<file path="src/rtl/pred_bcast_pkg.sv">
// Shared types and the per-lane arithmetic of the broadcaster.
// Assumes 4-bit condition fields; all other sizes are parameters of the top.
package pred_bcast_pkg;

    typedef logic [3:0] field_t;

    // Masked test of a broadcast source bit, optionally merged with the old field.
    function automatic field_t masked_test(input field_t msk, input field_t mapv,
                                           input logic srcbit, input logic mrg,
                                           input field_t old);
        field_t t;
        t = (~mapv ^ {4{srcbit}}) & msk;
        if (mrg)
            t = t | (old & ~msk);
        return t;
    endfunction

endpackage

</file>
<file path="src/rtl/pb_seq.sv">
// Element sequencer: accepts a start when idle, clamps VL, steps one element
// per clock and raises a one-cycle done pulse after the last element.
// Assumes MAXVL >= 2.
module pb_seq #(
    parameter int MAXVL = 8,
    localparam int VLW = $clog2(MAXVL + 1),
    localparam int CW  = $clog2(MAXVL)
) (
    input  logic           clk,
    input  logic           rst_n,
    input  logic           start,
    input  logic [VLW-1:0] vl,
    output logic           accept,
    output logic           busy,
    output logic           done,
    output logic [CW-1:0]  elem
);
    logic [VLW-1:0] vl_eff;
    logic [VLW-1:0] vl_q;
    logic           last;

    // Clamp the requested length to the supported maximum.
    always_comb vl_eff = (vl > VLW'(MAXVL)) ? VLW'(MAXVL) : vl;

    assign accept = start && !busy;
    assign last   = (VLW'(elem) + VLW'(1)) == vl_q;

    // Step through elements and generate busy and done.
    always_ff @(posedge clk) begin
        if (!rst_n) begin
            busy <= 1'b0;
            done <= 1'b0;
            elem <= '0;
            vl_q <= '0;
        end else begin
            done <= 1'b0;
            if (accept) begin
                vl_q <= vl_eff;
                elem <= '0;
                if (vl_eff == '0)
                    done <= 1'b1;
                else
                    busy <= 1'b1;
            end else if (busy) begin
                if (last) begin
                    busy <= 1'b0;
                    done <= 1'b1;
                    elem <= '0;
                end else begin
                    elem <= elem + CW'(1);
                end
            end
        end
    end
endmodule

</file>
<file path="src/rtl/pb_calc.sv">
// Per-element write decision: predicate, zeroing and masked test combined
// into a write strobe and a 4-bit value. Purely combinational.
module pb_calc
    import pred_bcast_pkg::*;
(
    input  logic   active,
    input  logic   pbit,
    input  logic   zero_q,
    input  logic   merge_q,
    input  field_t mask_q,
    input  field_t map_q,
    input  logic   srcbit_q,
    input  field_t old,
    output logic   we,
    output field_t wdata
);
    // Choose between the masked test, a zeroing write and no write.
    always_comb begin
        we    = 1'b0;
        wdata = '0;
        if (active) begin
            if (pbit) begin
                we    = 1'b1;
                wdata = masked_test(mask_q, map_q, srcbit_q, merge_q, old);
            end else if (zero_q) begin
                we    = 1'b1;
                wdata = '0;
            end
        end
    end
endmodule

</file>
<file path="src/rtl/pb_file.sv">
// Condition field file: NFIELDS 4-bit registers with one write port and one
// combinational read port, plus a flattened view of all fields.
// Assumes NFIELDS is a power of two.
module pb_file
    import pred_bcast_pkg::*;
#(
    parameter int NFIELDS = 16,
    localparam int IW = $clog2(NFIELDS)
) (
    input  logic                 clk,
    input  logic                 rst_n,
    input  logic                 we,
    input  logic [IW-1:0]        widx,
    input  field_t               wdata,
    input  logic [IW-1:0]        ridx,
    output field_t               rdata,
    output logic [4*NFIELDS-1:0] flat
);
    field_t regs [NFIELDS];

    for (genvar g = 0; g < NFIELDS; g++) begin : g_field
        // Hold or replace field g.
        always_ff @(posedge clk) begin
            if (!rst_n)
                regs[g] <= '0;
            else if (we && widx == IW'(g))
                regs[g] <= wdata;
        end
        assign flat[4*g +: 4] = regs[g];
    end

    assign rdata = regs[ridx];
endmodule

</file>
<file path="src/rtl/pred_bcast.sv">
// Top of the predicated integer-to-condition broadcaster. Latches operands on
// an accepted start, then writes one field per clock from base upward.
// Assumes NFIELDS is a power of two (index wraps) and MAXVL >= 2.
module pred_bcast
    import pred_bcast_pkg::*;
#(
    parameter int XLEN    = 64,
    parameter int MAXVL   = 8,
    parameter int NFIELDS = 16,
    localparam int VLW = $clog2(MAXVL + 1),
    localparam int IW  = $clog2(NFIELDS),
    localparam int CW  = $clog2(MAXVL)
) (
    input  logic                 clk,
    input  logic                 rst_n,
    input  logic                 start,
    input  logic [VLW-1:0]       vl,
    input  logic [IW-1:0]        base,
    input  logic [MAXVL-1:0]     pred,
    input  logic                 zero_en,
    input  logic                 merge,
    input  logic [3:0]           fmask,
    input  logic [3:0]           fmapv,
    input  logic [XLEN-1:0]      src,
    output logic                 busy,
    output logic                 done,
    output logic                 wr_en,
    output logic [IW-1:0]        wr_idx,
    output logic [3:0]           wr_data,
    output logic [4*NFIELDS-1:0] fields
);
    logic             accept;
    logic [CW-1:0]    elem;
    logic [IW-1:0]    base_q;
    logic [MAXVL-1:0] pred_q;
    logic             zero_q, merge_q, srcbit_q;
    field_t           mask_q, map_q, old;
    logic             cur_pred;
    logic             unused_src_hi;

    assign unused_src_hi = ^src[XLEN-1:1];

    pb_seq #(.MAXVL(MAXVL)) u_seq (
        .clk(clk), .rst_n(rst_n), .start(start), .vl(vl),
        .accept(accept), .busy(busy), .done(done), .elem(elem)
    );

    // Capture the operands of an accepted vector.
    always_ff @(posedge clk) begin
        if (!rst_n) begin
            base_q   <= '0;
            pred_q   <= '0;
            zero_q   <= 1'b0;
            merge_q  <= 1'b0;
            mask_q   <= '0;
            map_q    <= '0;
            srcbit_q <= 1'b0;
        end else if (accept) begin
            base_q   <= base;
            pred_q   <= pred;
            zero_q   <= zero_en;
            merge_q  <= merge;
            mask_q   <= fmask;
            map_q    <= fmapv;
            srcbit_q <= src[0];
        end
    end

    assign wr_idx   = base_q + IW'(elem);
    assign cur_pred = pred_q[elem];

    pb_calc u_calc (
        .active(busy), .pbit(cur_pred), .zero_q(zero_q), .merge_q(merge_q),
        .mask_q(mask_q), .map_q(map_q), .srcbit_q(srcbit_q), .old(old),
        .we(wr_en), .wdata(wr_data)
    );

    pb_file #(.NFIELDS(NFIELDS)) u_file (
        .clk(clk), .rst_n(rst_n), .we(wr_en), .widx(wr_idx), .wdata(wr_data),
        .ridx(wr_idx), .rdata(old), .flat(fields)
    );
endmodule

</file>
<file path="config.mk">
export PLATFORM = sky130hd
export DESIGN_NAME = pred_bcast
export DESIGN_NICKNAME = d
export VERILOG_FILES = /design/src/rtl/pred_bcast_pkg.sv /design/src/rtl/pb_seq.sv /design/src/rtl/pb_calc.sv /design/src/rtl/pb_file.sv /design/src/rtl/pred_bcast.sv
export SDC_FILE = /design/constraint.sdc
export NUM_CORES = 1
export LEC_CHECK = 0
export BUFFER_PORTS_ARGS = -buffer_cell sky130_fd_sc_hd__buf_4
export CORE_MARGIN = 2
export CORE_UTILIZATION = 45
export DETAILED_ROUTE_END_ITERATION = 10
export PLACE_DENSITY = 0.76
export SYNTH_ARGS = -nofsm -noshare
export SYNTH_HDL_FRONTEND = slang
export SYNTH_HIERARCHICAL = 1
export SYNTH_SLANG_ARGS = --single-unit
</file>
<file path="constraint.sdc">
create_clock -name clk -period 3.04 [get_ports clk]
set_clock_uncertainty 0.2 [all_clocks]
set_input_delay 0.152 -clock clk [delete_from_list [all_inputs] [get_ports clk]]
set_output_delay 0.152 -clock clk [all_outputs]
set_load 0.05 [all_outputs]
</file>
After elaboration in Yosys (flattened, before gate mapping). Memories as Yosys holds them, arrays and structs flattened. Cells that the tools add are included.

Add/sub/neg operators: 3. Magnitude comparators: 2. Equality and inequality tests: 17. Multiplexer cells: 83. Bitwise operators: 23. Reduce and logical (&&, ||, !) cells: 21.

Operators with widths (number): 2-to-1 mux 4 bit (20); 2-to-1 mux 1 bit (61); == test 4 bit, second input constant (8); logical AND 1 bit (17); == test 4 x 3 -> 1 bit, second input constant (4); bitwise OR 1 bit (16); AND 4 bit (2); == test 4 x 2 -> 1 bit, second input constant (2); logical NOT 4 bit (2); inverter 4 bit (2); adder 3 x 1 -> 4 bit, second input constant (1); adder 4 x 3 -> 4 bit (1); == test 4 x 1 -> 1 bit, second input constant (1); == test 4 bit (1); greater-than comparator 4 bit, second input constant (1); < comparator 3 x 4 -> 1 bit, second input constant (1); bitwise OR 4 bit (1); bitwise XOR 4 bit (1); adder 3 x 1 -> 3 bit, second input constant (1); binary-select mux 1 bit (select 3 bit) (1); 2-to-1 mux 3 bit (1); inequality test 2 bit, second input constant (1); OR reduction 2 bit (1); logical NOT 1 bit (1); inverter 1 bit (1).

Register bits after elaboration: 32. RAM bits: 64. Input port bits: 93. Output and inout port bits: 75. Word-level logic and storage cells: 161. Memories: 1.

Memory list: u_file.regs (depth 16, width 4, rd ports 17, clocked after Yosys merged registers in 0, wr ports 16, line pb_file.sv:19) `field_t regs [NFIELDS];`.

Logic depth before layout (Yosys ltp). Gate-level depths: netlist of run 1.

Depth in word-level cells: 9. Gate-level depth with buffers: 11. Mapped depth without buffers: 10.

By module. The synthesis of run 1 kept the hierarchy.

Modules (own cells, without submodules): pb_file (times used 1, cells an instance 218, area each 3129.3 um2, sequential area each 1921.8 um2); pred_bcast (times used 1, cells an instance 85, area each 1013.5 um2, sequential area each 460.4 um2); pb_seq (times used 1, cells an instance 54, area each 481.7 um2, sequential area each 180.2 um2); pb_calc (times used 1, cells an instance 23, area each 147.6 um2, sequential area each 0.0 um2).

Worst setup path before layout of run 1. Ideal clock, no wire load.

Kind: reg2reg. Start point: reg u_seq.elem[0]. End point: mem u_file/regs[0][2] in the netlist's numbering (data pin). Setup time: 0.131 ns. Arrival time: 4.066 ns. Required time: 2.709 ns. Slack: -1.358 ns. Cell stages (with the launch flop): 12. Buffers on the path: 1. Clock period less this slack: 4.398 ns. Path through: dfxtp_1 ha_1 a21o_1 a21oi_1 xnor2_1 nor2b_1 nand2_1 nand3_1 nand4b_1 o22ai_1 clkbuf_1 and2_1.

RTL lines: start, declared (line pb_seq.sv:16) `output logic [CW-1:0] elem`; start signal, assigned (line pb_seq.sv:50) `elem <= elem + CW'(1);`; end, declared (line pb_file.sv:19).

Worst setup path in the final report of run 1.
Start point: reg u_seq.elem[0]. End point: out wr_data[2].

Word-level cells in the longest chain between the ends: 7. Elaborated cells between the ends (all ways): 9. Classes of those cells: 1 x add/sub; 5 x mux; 2 x bitwise; 1 x memory.

Ends and longest elaborated chain: adder 4 x 3 -> 4 bit (line pred_bcast.sv:69) `assign wr_idx = base_q + IW'(elem);`; memory read (16 x 4 bit); named net old[2] (line pred_bcast.sv:37) `field_t mask_q, map_q, old;`; AND 4 bit (line pred_bcast_pkg.sv:14) `t = t | (old & ~msk);`; bitwise OR 4 bit (line pred_bcast_pkg.sv:14); 2-to-1 mux 4 bit (line pred_bcast_pkg.sv:13) `if (mrg)`; 2-to-1 mux 4 bit (line pb_calc.sv:22) `if (pbit) begin`; 2-to-1 mux 4 bit (line pb_calc.sv:21) `if (active) begin`; end, declared (line pred_bcast.sv:29) `output logic [3:0] wr_data,`.

The timed path passes the listed nets, and every way through them passes these cells. The select of a mux whose other input is x is not followed.

==> results of run 1 <==
==> cell type report <==
class / instances / area (µm²)
clock inverters: 6 / 68.8
inverters: 6 / 22.5
repair buffers: 174 / 1430
fillers: 761 / 3720
well taps: 136 / 170
flip-flops and latches: 96 / 2570
clock buffers: 10 / 128
multi-input cells: 260 / 2210
==> critical path, stage by stage, from the launching register on <==
cell and delay [ns]:
dfxtp_4 0.36, ha_4 0.16, fa_2 0.54, buf_12 0.14, mux4_2 0.31, a22oi_2 0.20
nand3_1 0.12, nand4b_1 0.15, o22ai_4 0.11, buf_6 0.17
==> routing by layer <==
metal	GRT usage (%)	share of wire, %	vias to the layer above
met3	3.65	6.6	15
met5	0	0	-
met4	6.96	1.4	0
li1	-	-	1725
met2	37.8	50	170
met1	31.7	42	1838
==> worst max path at each step <==
stage                        startpoint                  to  cells after the start
final                     u_seq/elem[0]          wr_data[2]                      9
after global routing      u_seq/elem[0]          wr_data[2]                      9
after CTS                 u_seq/elem[1]          wr_data[0]                     12
after detailed placement  u_seq/elem[0]          wr_data[2]                      9
after global placement    u_seq/elem[0]          wr_data[2]                      9
after floorplan           u_seq/elem[0]  u_file/regs[13][2]                     11
==> power by group through the flow <==
stage	registers [mW]	logic, mW	clock network (mW)
after CTS	1.48	0.649	0.856
after floorplan	1.62	0.300	0
after global routing	1.49	0.700	0.905
final	1.49	0.667	0.838
after global placement	1.51	0.590	0
after detailed placement	1.51	0.600	0
==> stage by stage <==
| step | hold slack (ns) | cells |
|---|---|---|
| 3_5_place_dp | 0.217 | 631 |
| 5_1_grt | 0.0852 | 688 |
| 3_3_place_gp | 0.207 | 631 |
| 6_report | 0.0650 | 688 |
| 4_1_cts | 0.0424 | 686 |
| 2_1_floorplan | 0.0802 | 380 |
==> registers in the layout, indices dropped and copies added (netlist names) <==
register / cells
pred_q: 8
srcbit_q: 1
merge_q: 1
u_file/regs: 64
map_q: 4
u_seq/done: 1
u_seq/vl_q: 4
base_q: 4
u_seq/busy: 1
mask_q: 4
zero_q: 1
u_seq/elem: 3
==> synthesized netlist by cell type, types with 2 or more instances <==
cell type	number	area [µm²]
a21oi_1	6	30.0
a22oi_1	4	30.0
and2_1	64	400
buf_2	4	20.0
buf_4	2	15.0
clkbuf_1	10	37.5
dfxtp_1	32	641
edfxtp_1	64	1920
ha_1	4	50.1
inv_1	6	22.5
mux2i_1	24	240
mux4_1	16	420
mux4_2	2	45.0
nand2_1	12	45.0
nand2b_1	4	25.0
nand3_1	14	70.1
nand3b_1	6	45.0
nand4_1	2	12.5
nand4b_1	6	52.6
nor2_1	20	75.1
nor2b_1	25	156
o21ai_0	16	80.1
o22ai_1	5	31.3
xnor2_1	3	26.3
xor2_1	7	61.3
==> cells by family (layout without fill, tap and decap cells) <==
group,Yosys count,count (layout),synth area share [%]
flops,96,96,53.7
mux,43,43,15.0
compound gates,40,40,5.32
simple gates,162,162,20.0
fa+ha+maj,5,5,1.47
xor+xnor,10,10,1.84
buf+inv,24,196,2.65
==> what timing repair did <==
item / 4_1_cts / 5_1_grt
setup endpoints to repair: 20 / 64
hold endpoints to repair: 29 / 0
resized for setup: 2 / 14
hold buffers: 32 / 0
setup buffers: 7 / 2
pin swaps: 5 / 6
==> out/results.tsv, run 1 <==
stage	metric	value	unit
outcome	status	finished, final reports clean	
floorplanning	die_width	107	µm
grt	grt_pass1_vias	3719	
clock_tree	numClockSinks	96	
grt	grt_pass1_wl	20000	µm
power	p_seq_share	49.7	%
placed_design	place_area	5960	µm²
power	p_switching	0.880	mW
sta	rsz0062_at_grt	true	
setup_path	required	2.69	ns
sta	worst_pin_slew	0.578	ns
floorplanning	initial_core_util	46.2	%
clock_tree	clock_latency	0.37	ns
drt	vias	3748	
synthesis	async_reset_ff_share	0	%
placed_design	hpwl	8740	µm
synthesis	ys_types	47	
drt	drc_errors	0	
flow_run	drv_cap	0	
power	power.density	453	nW/µm²
final_layout	final_cell_mix	buf_4 (135), and2_1 (64), edfxtp_1 (64)	
setup_path	r2r_end	u_file/regs[0][2]	
floorplanning	fp.dieH	107	µm
power	clkPwrFrac	28.0	%
hold_path	hp-class	in -> reg	
synthesis	synth_area	4770	µm²
synthesis	syn_inst	380	
clock_tree	cts_tree	yes	
synthesis	synth_edf_count	64	
placed_design	place_congestion	0.875	
sta	min_period_over_period	99.1	%
final_layout	drive_gt1_share	34.2	%
final_layout	synthToLayoutAreaGrowth	38.3	%
synthesis	synthesis.nets	478	
placed_design	dp_slack	-0.0762	ns
power	p_leak	2.73	nW
final_layout	layout.cells.most_common	buf_4	
grt	antenna_found_initial	0	
grt	track_usage	23.0	%
final_layout	insertedDiodeCount	0	
floorplanning	die_area	11400	µm²
floorplanning	row_count	37	
sta	slew_headroom	61.1	%
synthesis	ys_warn_count	6	
sta	finalHoldViolCount	0	
clock_tree	htreeDepth	3	
power	power.internal	2.11	mW
drt	drt-total-wl	12900	µm
final_layout	num-nets-final	645	
clock_tree	path_clk_slew	0.10	ns
setup_path	critical_path_arrival	2.66	ns
clock_tree	cts_buffers	9	
hold_path	min_to	pred_q[6]	
hold_path	worst_hold_path.num_cells	2	
grt	grt_start_max_net_pins	51	
synthesis	synthFlopType	edfxtp_1	
sta	timing.final.ws_setup	0.0289	ns
hold_path	min_from	rst_n	
setup_path	r2r_cells	10	
setup_path	start_kind	flop	
drt	vias_per_cell	5.45	
setup_path	crit-reg2reg-launch	u_seq/elem[0]	
synthesis	seq_area_frac_synth	53.7	%
power	swShare	29.4	%
clock_tree	clockBufferDepth	2	
grt	overflow	0	
setup_path	critPathMaxFanout	11	
synthesis	syn_area_per_cell	12.6	µm²
sta	period_needed	3.01	ns
final_layout	fin_area	6600	µm²
drt	ant_nets	0	
power	pwr-share-comb	22.3	%
synthesis	ys_seq_elements	96	
floorplanning	io_pins	168	
placed_design	numPortBuffers	104	
drt	drtIter0Drc	257	
drt	wl_per_cell	18.7	µm
setup_path	path_class	reg -> out	
setup_path	critPathCaptureType	output pin	
power	vdd_ir_drop_max	205	µV
drt	firstDrtPassIters	5	
setup_path	r2r_slack	0.10	ns
floorplanning	core_area	10300	µm²
sta	max_freq	332	MHz
sta	setup_viol	0	
sta	slew_viol_final	0	
power	total_power	2.99	mW
final_layout	fin_util	63.9	%
clock_tree	root_buffer	clkbuf_8	
sta	fin_tns_setup	0	ns
(Power assumes the default switching activity.)
==> run 2, diff against run 1 <==
Settings changed: CORE_ASPECT_RATIO set to 1.25.
==> run 2 against run 1 <==
Compared with the run above:
- wire length decreased by 5.6%
- global-route usage decreased by 0.84 points
- cell area about the same
- critical path type unchanged
- critical endpoint is now wr_data[3]
- highest routed layer unchanged
==> out/results.tsv, run 2 (same netlist as run 1, synthesis figures left out) <==
stage	metric	value	unit
clock_tree	clock_latency	0.34	ns
drt	firstDrtPassIters	5	
power	power.density	493	nW/µm²
placed_design	dp_slack	0.0313	ns
setup_path	cpPeakStageDelay	0.57	ns
setup_path	crit-reg2reg-launch	u_seq/elem[0]	
floorplanning	initial_core_util	45.6	%
drt	wl_per_cell	18.1	µm
sta	slew_headroom	57.6	%
drt	vias	3639	
setup_path	critical_path_arrival	2.63	ns
clock_tree	numClockSinks	96	
placed_design	place_congestion	0.918	
grt	grt_pass1_vias	3705	
sta	fin_tns_setup	0	ns
grt	grt_pass1_wl	18900	µm
setup_path	crit_path_frequent_cell	buf_4	
sta	rsz0062_at_grt	true	
placed_design	numPortBuffers	104	
clock_tree	cts_tree	yes	
grt	track_usage	22.2	%
outcome	status	finished, final reports clean	
setup_path	path_class	reg -> out	
drt	vias_per_cell	5.42	
drt	drc_errors	0	
setup_path	cp_cell_sequence	ha_4, fa_2, buf_4, buf_4, mux4_2, nand3_1, nand3_2, inv_2, o22ai_4, buf_6	
grt	antenna_found_initial	0	
power	p_leak	2.72	nW
grt	grt_start_max_net_pins	51	
floorplanning	row_count	42	
final_layout	final_cell_mix	buf_4 (124), and2_1 (64), edfxtp_1 (64)	
setup_path	critPathMaxFanout	5	
clock_tree	clockBufferDepth	2	
power	vdd_ir_drop_max	344	µV
final_layout	fin_util	63.1	%
setup_path	worst-path-buf-inv	4	
setup_path	required	2.69	ns
grt	overflow	0	
setup_path	crit_start	u_seq/elem[0]	
floorplanning	core_area	10500	µm²
floorplanning	die_width	96.1	µm
final_layout	reg_top3	u_file/regs x64, pred_q x8	
setup_path	crit_family	adder cells	
floorplanning	io_pins	168	
sta	slew_viol_final	0	
hold_path	min_from	rst_n	
clock_tree	cts_buffers	9	
setup_path	slowest_stage	fa_2	
drt	drtIter0Drc	217	
sta	max_freq	336	MHz
final_layout	insertedDiodeCount	0	
final_layout	synthToLayoutAreaGrowth	38.4	%
clock_tree	root_buffer	clkbuf_16	
final_layout	layout.cells.most_common	buf_4	
final_layout	largest-register	u_file/regs	
sta	timing.final.ws_setup	0.0612	ns
setup_path	critPathCaptureType	output pin	
drt	ant_nets	0	
final_layout	drive_gt1_share	33.9	%
floorplanning	fp.dieH	119	µm
sta	finalHoldViolCount	0	
drt	drt-total-wl	12100	µm
clock_tree	path_clk_slew	0.06	ns
final_layout	num-nets-final	633	
sta	period_needed	2.98	ns
final_layout	fillCellCount	809	
sta	setup_viol	0	
setup_path	start_kind	flop	
final_layout	largest_reg_flops	64	
final_layout	fin_area	6600	µm²
placed_design	hpwl	8600	µm
floorplanning	die_area	11400	µm²
clock_tree	htreeDepth	3	
sta	min_period_over_period	98.0	%
sta	worst_pin_slew	0.630	ns
hold_path	hp-class	in -> reg	
flow_run	drv_cap	0	
placed_design	place_area	5870	µm²
-- run 2: changes by cell type in the layout (fill, tap and decap cells not counted), moves of 2 or more --
cell,change
clkinvlp_4,-4
clkbuf_8,-9
clkbuf_16,+9
buf_4,-11
clkinv_4,+3
nand3_1,-2
nand3_2,+2
mux4_1,-4
mux4_2,+4
nor2b_4,+2
-- run 2: final cells by class --
cell class              count  area, µm²  share of cell area, %
flip-flops and latches     96       2570                   38.9
multi-input cells         260       2220                   33.7
repair buffers            162       1330                   20.1
clock buffers              10        229                   3.47
well taps                 132        165                   2.50
clock inverters             6       68.8                   1.04
inverters                   6       22.5                  0.341
-- run 2: through the flow --
stage / power (mW) / hold WS, ns / std cells
2_1_floorplan: 1.92 / 0.0802 / 380
3_3_place_gp: 2.09 / 0.207 / 617
3_5_place_dp: 2.10 / 0.221 / 617
4_1_cts: 3.26 / 0.0784 / 672
5_1_grt: 3.38 / 0.0977 / 672
6_report: 3.26 / 0.0839 / 672
-- run 2: final timing paths --
path	depth (start not counted)	end	slack, ns
worst max register to register	11	u_file/regs[1][3]	0.09
worst min-delay path	2	zero_q	0.08
worst min register to register	2	pred_q[6]	0.31
worst max-delay path	10	wr_data[3]	0.06
-- run 2: power breakdown --
part | total (mW) | switching [mW] | internal (mW)
Combinational | 0.648 | 0.374 | 0.274
Clock | 1.12 | 0.482 | 0.642
Sequential | 1.49 | 0.0404 | 1.45
Total | 3.26 | 0.896 | 2.36
-- run 2: metal layers --
layer	track usage (%)	wire (µm)	part of all wire, %	up-vias
met4	9.02	346	2.9	0
met3	3.92	729	6.0	26
met5	0	0	0	-
met2	39.8	6630	55	142
li1	-	-	-	1696
met1	25.4	4430	37	1775
-- run 2: timing repair --
| action | 4_1_cts | 5_1_grt |
|---|---|---|
| buffers inserted | 7 | 0 |
| hold buffers | 32 | 0 |
| gates resized for setup | 4 | 22 |
| pin swaps | 5 | 5 |
| hold endpoints to repair | 29 | 0 |
| setup endpoints to repair | 4 | 26 |
-- run 2: worst reg2reg max path, stage by stage (launching register included) --
cell	delay [ns]
dfxtp_4	0.36
ha_4	0.16
fa_2	0.57
buf_4	0.16
buf_4	0.15
mux4_2	0.33
nand3_1	0.13
nand3_2	0.09
inv_2	0.08
o22ai_4	0.08
buf_4	0.22
and2_1	0.17
==> run 3, diff against run 2 <==
Settings changed: ABC_AREA set to 1, PLACE_DENSITY 0.76 to 0.75.
==> run 3 against run 2 <==
Compared with the run above:
- flip-flop and latch count unchanged
- fmax up 0.79%
- non-clock buffer count up 1
- worst setup slack better by 0.023 ns
- register-to-register slack better by 0.09 ns
- synthesized cell count up 64%
- utilization down 0.65 points
- worst hold slack better by 0.058 ns
==> out/results.tsv, run 3 <==
stage	metric	value	unit
clock_tree	clockBufferDepth	2	
synthesis	ys_types	31	
synthesis	synth_area	5030	µm²
setup_path	required	2.69	ns
grt	overflow	0	
synthesis	async_reset_ff_share	0	%
hold_path	hp-class	in -> reg	
synthesis	syn_area_per_cell	8.06	µm²
setup_path	worst-path-buf-inv	2	
drt	drt-total-wl	13500	µm
final_layout	reg_top3	u_file/regs x64, pred_q x8	
synthesis	seq_area_frac_synth	51.0	%
clock_tree	root_buffer	clkbuf_16	
synthesis	synth_top_area_cell	edfxtp_1	
synthesis	ys_seq_elements	96	
setup_path	critPathMaxFanout	8	
floorplanning	die_width	98.6	µm
floorplanning	row_count	43	
sta	worst_pin_slew	0.637	ns
setup_path	r2r_slack	0.18	ns
drt	wl_per_cell	14.8	µm
sta	max_freq	338	MHz
grt	track_usage	22.7	%
sta	slew_headroom	57.5	%
grt	grt_start_max_net_pins	61	
sta	period_needed	2.96	ns
hold_path	worst_hold_path.num_cells	3	
floorplanning	initial_core_util	45.8	%
clock_tree	cts_tree	yes	
setup_path	slowest_stage	fa_2	
final_layout	fillCellCount	910	
sta	whs	0.142	ns
sta	finalHoldViolCount	0	
floorplanning	io_pins	168	
synthesis	syn_inst	624	
outcome	status	finished, final reports clean	
setup_path	critical_path_arrival	2.60	ns
final_layout	fin_util	62.5	%
grt	antenna_found_initial	0	
placed_design	place_congestion	0.891	
synthesis	synth_top_area_share	38.2	%
sta	slew_viol_final	0	
clock_tree	numClockSinks	96	
sta	setup_viol	0	
floorplanning	fp.dieH	122	µm
setup_path	cp_cell_sequence	ha_4, fa_2, buf_6, nand3_1, nand3_1, nand3_1, nand2_1, nand2_1, nand2_1, nand2_2, a21oi_4, buf_6	
placed_design	numPortBuffers	104	
drt	vias	4701	
drt	drc_errors	0	
setup_path	path_class	reg -> out	
clock_tree	cts_buffers	9	
clock_tree	clock_latency	0.34	ns
setup_path	critPathCaptureType	output pin	
drt	firstDrtPassIters	5	
setup_path	start_kind	flop	
power	vdd_ir_drop_max	411	µV
final_layout	num-nets-final	871	
placed_design	hpwl	9290	µm
setup_path	crit_family	adder cells	
drt	vias_per_cell	5.15	
clock_tree	path_clk_slew	0.07	ns
sta	min_period_over_period	97.2	%
hold_path	min_to	pred_q[3]	
synthesis	synth_area_leaders	edfxtp_1 (38%), dfxtp_1 (13%), nand2_1 (12%), nor2_1 (7.2%), inv_1 (6.3%)	
floorplanning	die_area	12000	µm²
final_layout	largest_reg_flops	64	
final_layout	final_cell_mix	nand2_1 (158), buf_4 (123), nor2_1 (96)	
synthesis	synth_edf_count	64	
grt	grt_pass1_wl	21400	µm
flow_run	drv_cap	0	
floorplanning	core_area	11000	µm²
synthesis	netlist_top_cells_count	nand2_1 (162), nor2_1 (96), inv_1 (85)	
drt	drtIter0Drc	407	
grt	grt_pass1_vias	4574	
power	power.density	500	nW/µm²
setup_path	cpPeakStageDelay	0.60	ns
clock_tree	htreeDepth	3	
final_layout	layout.cells.most_common	nand2_1	
drt	ant_nets	0	
sta	fin_tns_setup	0	ns
final_layout	largest-register	u_file/regs	
final_layout	synthToLayoutAreaGrowth	36.4	%
synthesis	yosys.cell_count.top_type	nand2_1	
setup_path	r2r_cells	15	
power	p_leak	3.03	nW
final_layout	insertedDiodeCount	0	
setup_path	r2r_end	u_file/regs[5][2]	
synthesis	synthFlopType	edfxtp_1	
synthesis	ys_warn_count	6	
setup_path	crit-reg2reg-launch	u_seq/elem[0]	
final_layout	drive_gt1_share	27.6	%
hold_path	min_from	rst_n	
synthesis	synthesis.nets	722	
run 3: cells by family after synthesis:
family | share of synthesized area [%]
simple gates | 30.0
buf+inv | 10.0
flops | 51.0
compound gates | 7.14
fa+ha+maj | 1.39
xor+xnor | 0.523
run 3: area by class of cell:
cell class	instances	area, µm²	share of cell area, %
Clock inverter	6	57.6	0.839
Tap cell	135	169	2.46
Multi-Input combinational cell	409	2080	30.3
Timing Repair Buffer	163	1390	20.3
Clock buffer	10	229	3.34
Sequential cell	96	2570	37.4
Inverter	94	365	5.33
run 3: worst max-delay path by stage:
stage | to | depth (start not counted) | start | slack (ns)
5_1_grt | wr_data[3] | 12 | u_seq/elem[0] | -0.004
2_1_floorplan | u_file/regs[12][1] | 15 | u_seq/elem[0] | -0.09
4_1_cts | wr_data[0] | 12 | u_seq/elem[0] | -0.01
6_report | wr_data[0] | 12 | u_seq/elem[0] | 0.08
3_5_place_dp | u_file/regs[13][0] | 14 | u_seq/elem[0] | 0.16
3_3_place_gp | u_file/regs[5][0] | 14 | u_seq/elem[0] | 0.25
run 3: timing repair:
| item | 4_1_cts | 5_1_grt |
|---|---|---|
| hold buffers | 29 | 0 |
| hold endpoints to repair | 29 | 0 |
| buffers inserted | 0 | 8 |
| gates resized for setup | 4 | 9 |
| pin swaps | 0 | 2 |
| setup endpoints to repair | 4 | 4 |
run 3: power by group:
part / internal, mW / leakage [nW] / switching, mW
registers: 1.45 / 0.928 / 0.0469
logic: 0.284 / 1.96 / 0.555
clock network: 0.577 / 0.142 / 0.510
total: 2.31 / 3.03 / 1.11
run 3: worst register-to-register path, stage by stage, from the launching register on:
cell and delay, ns:
dfxtp_4 0.37, ha_4 0.16, fa_2 0.60, clkinv_4 0.16, nand3_1 0.17, nand3_2 0.10
nand3_1 0.12, nand2_1 0.08, nand2_1 0.06, nand2_1 0.06, nand2_2 0.07, a21oi_4 0.04
buf_4 0.14, inv_2 0.06, buf_12 0.15, nor2_1 0.06
run 3: through the flow:
stage	total power, mW	instance area [µm²]	setup WS (ns)	std cells
after global placement	2.28	6170	0.247	860
after CTS	3.41	6760	-0.0117	905
final	3.43	6860	0.0845	913
after detailed placement	2.30	6170	0.161	860
after floorplan	2.08	5220	-0.0932	624
after global routing	3.57	6860	-0.00361	913
run 3: layer usage:
metal  share of wire, %  track usage [%]  vias up
met5                  0                0        -
met4                3.7             11.6        0
met3                8.6             4.42       38
met2                 51             40.2      238
met1                 37             26.0     2136
li1                   -                -     2289
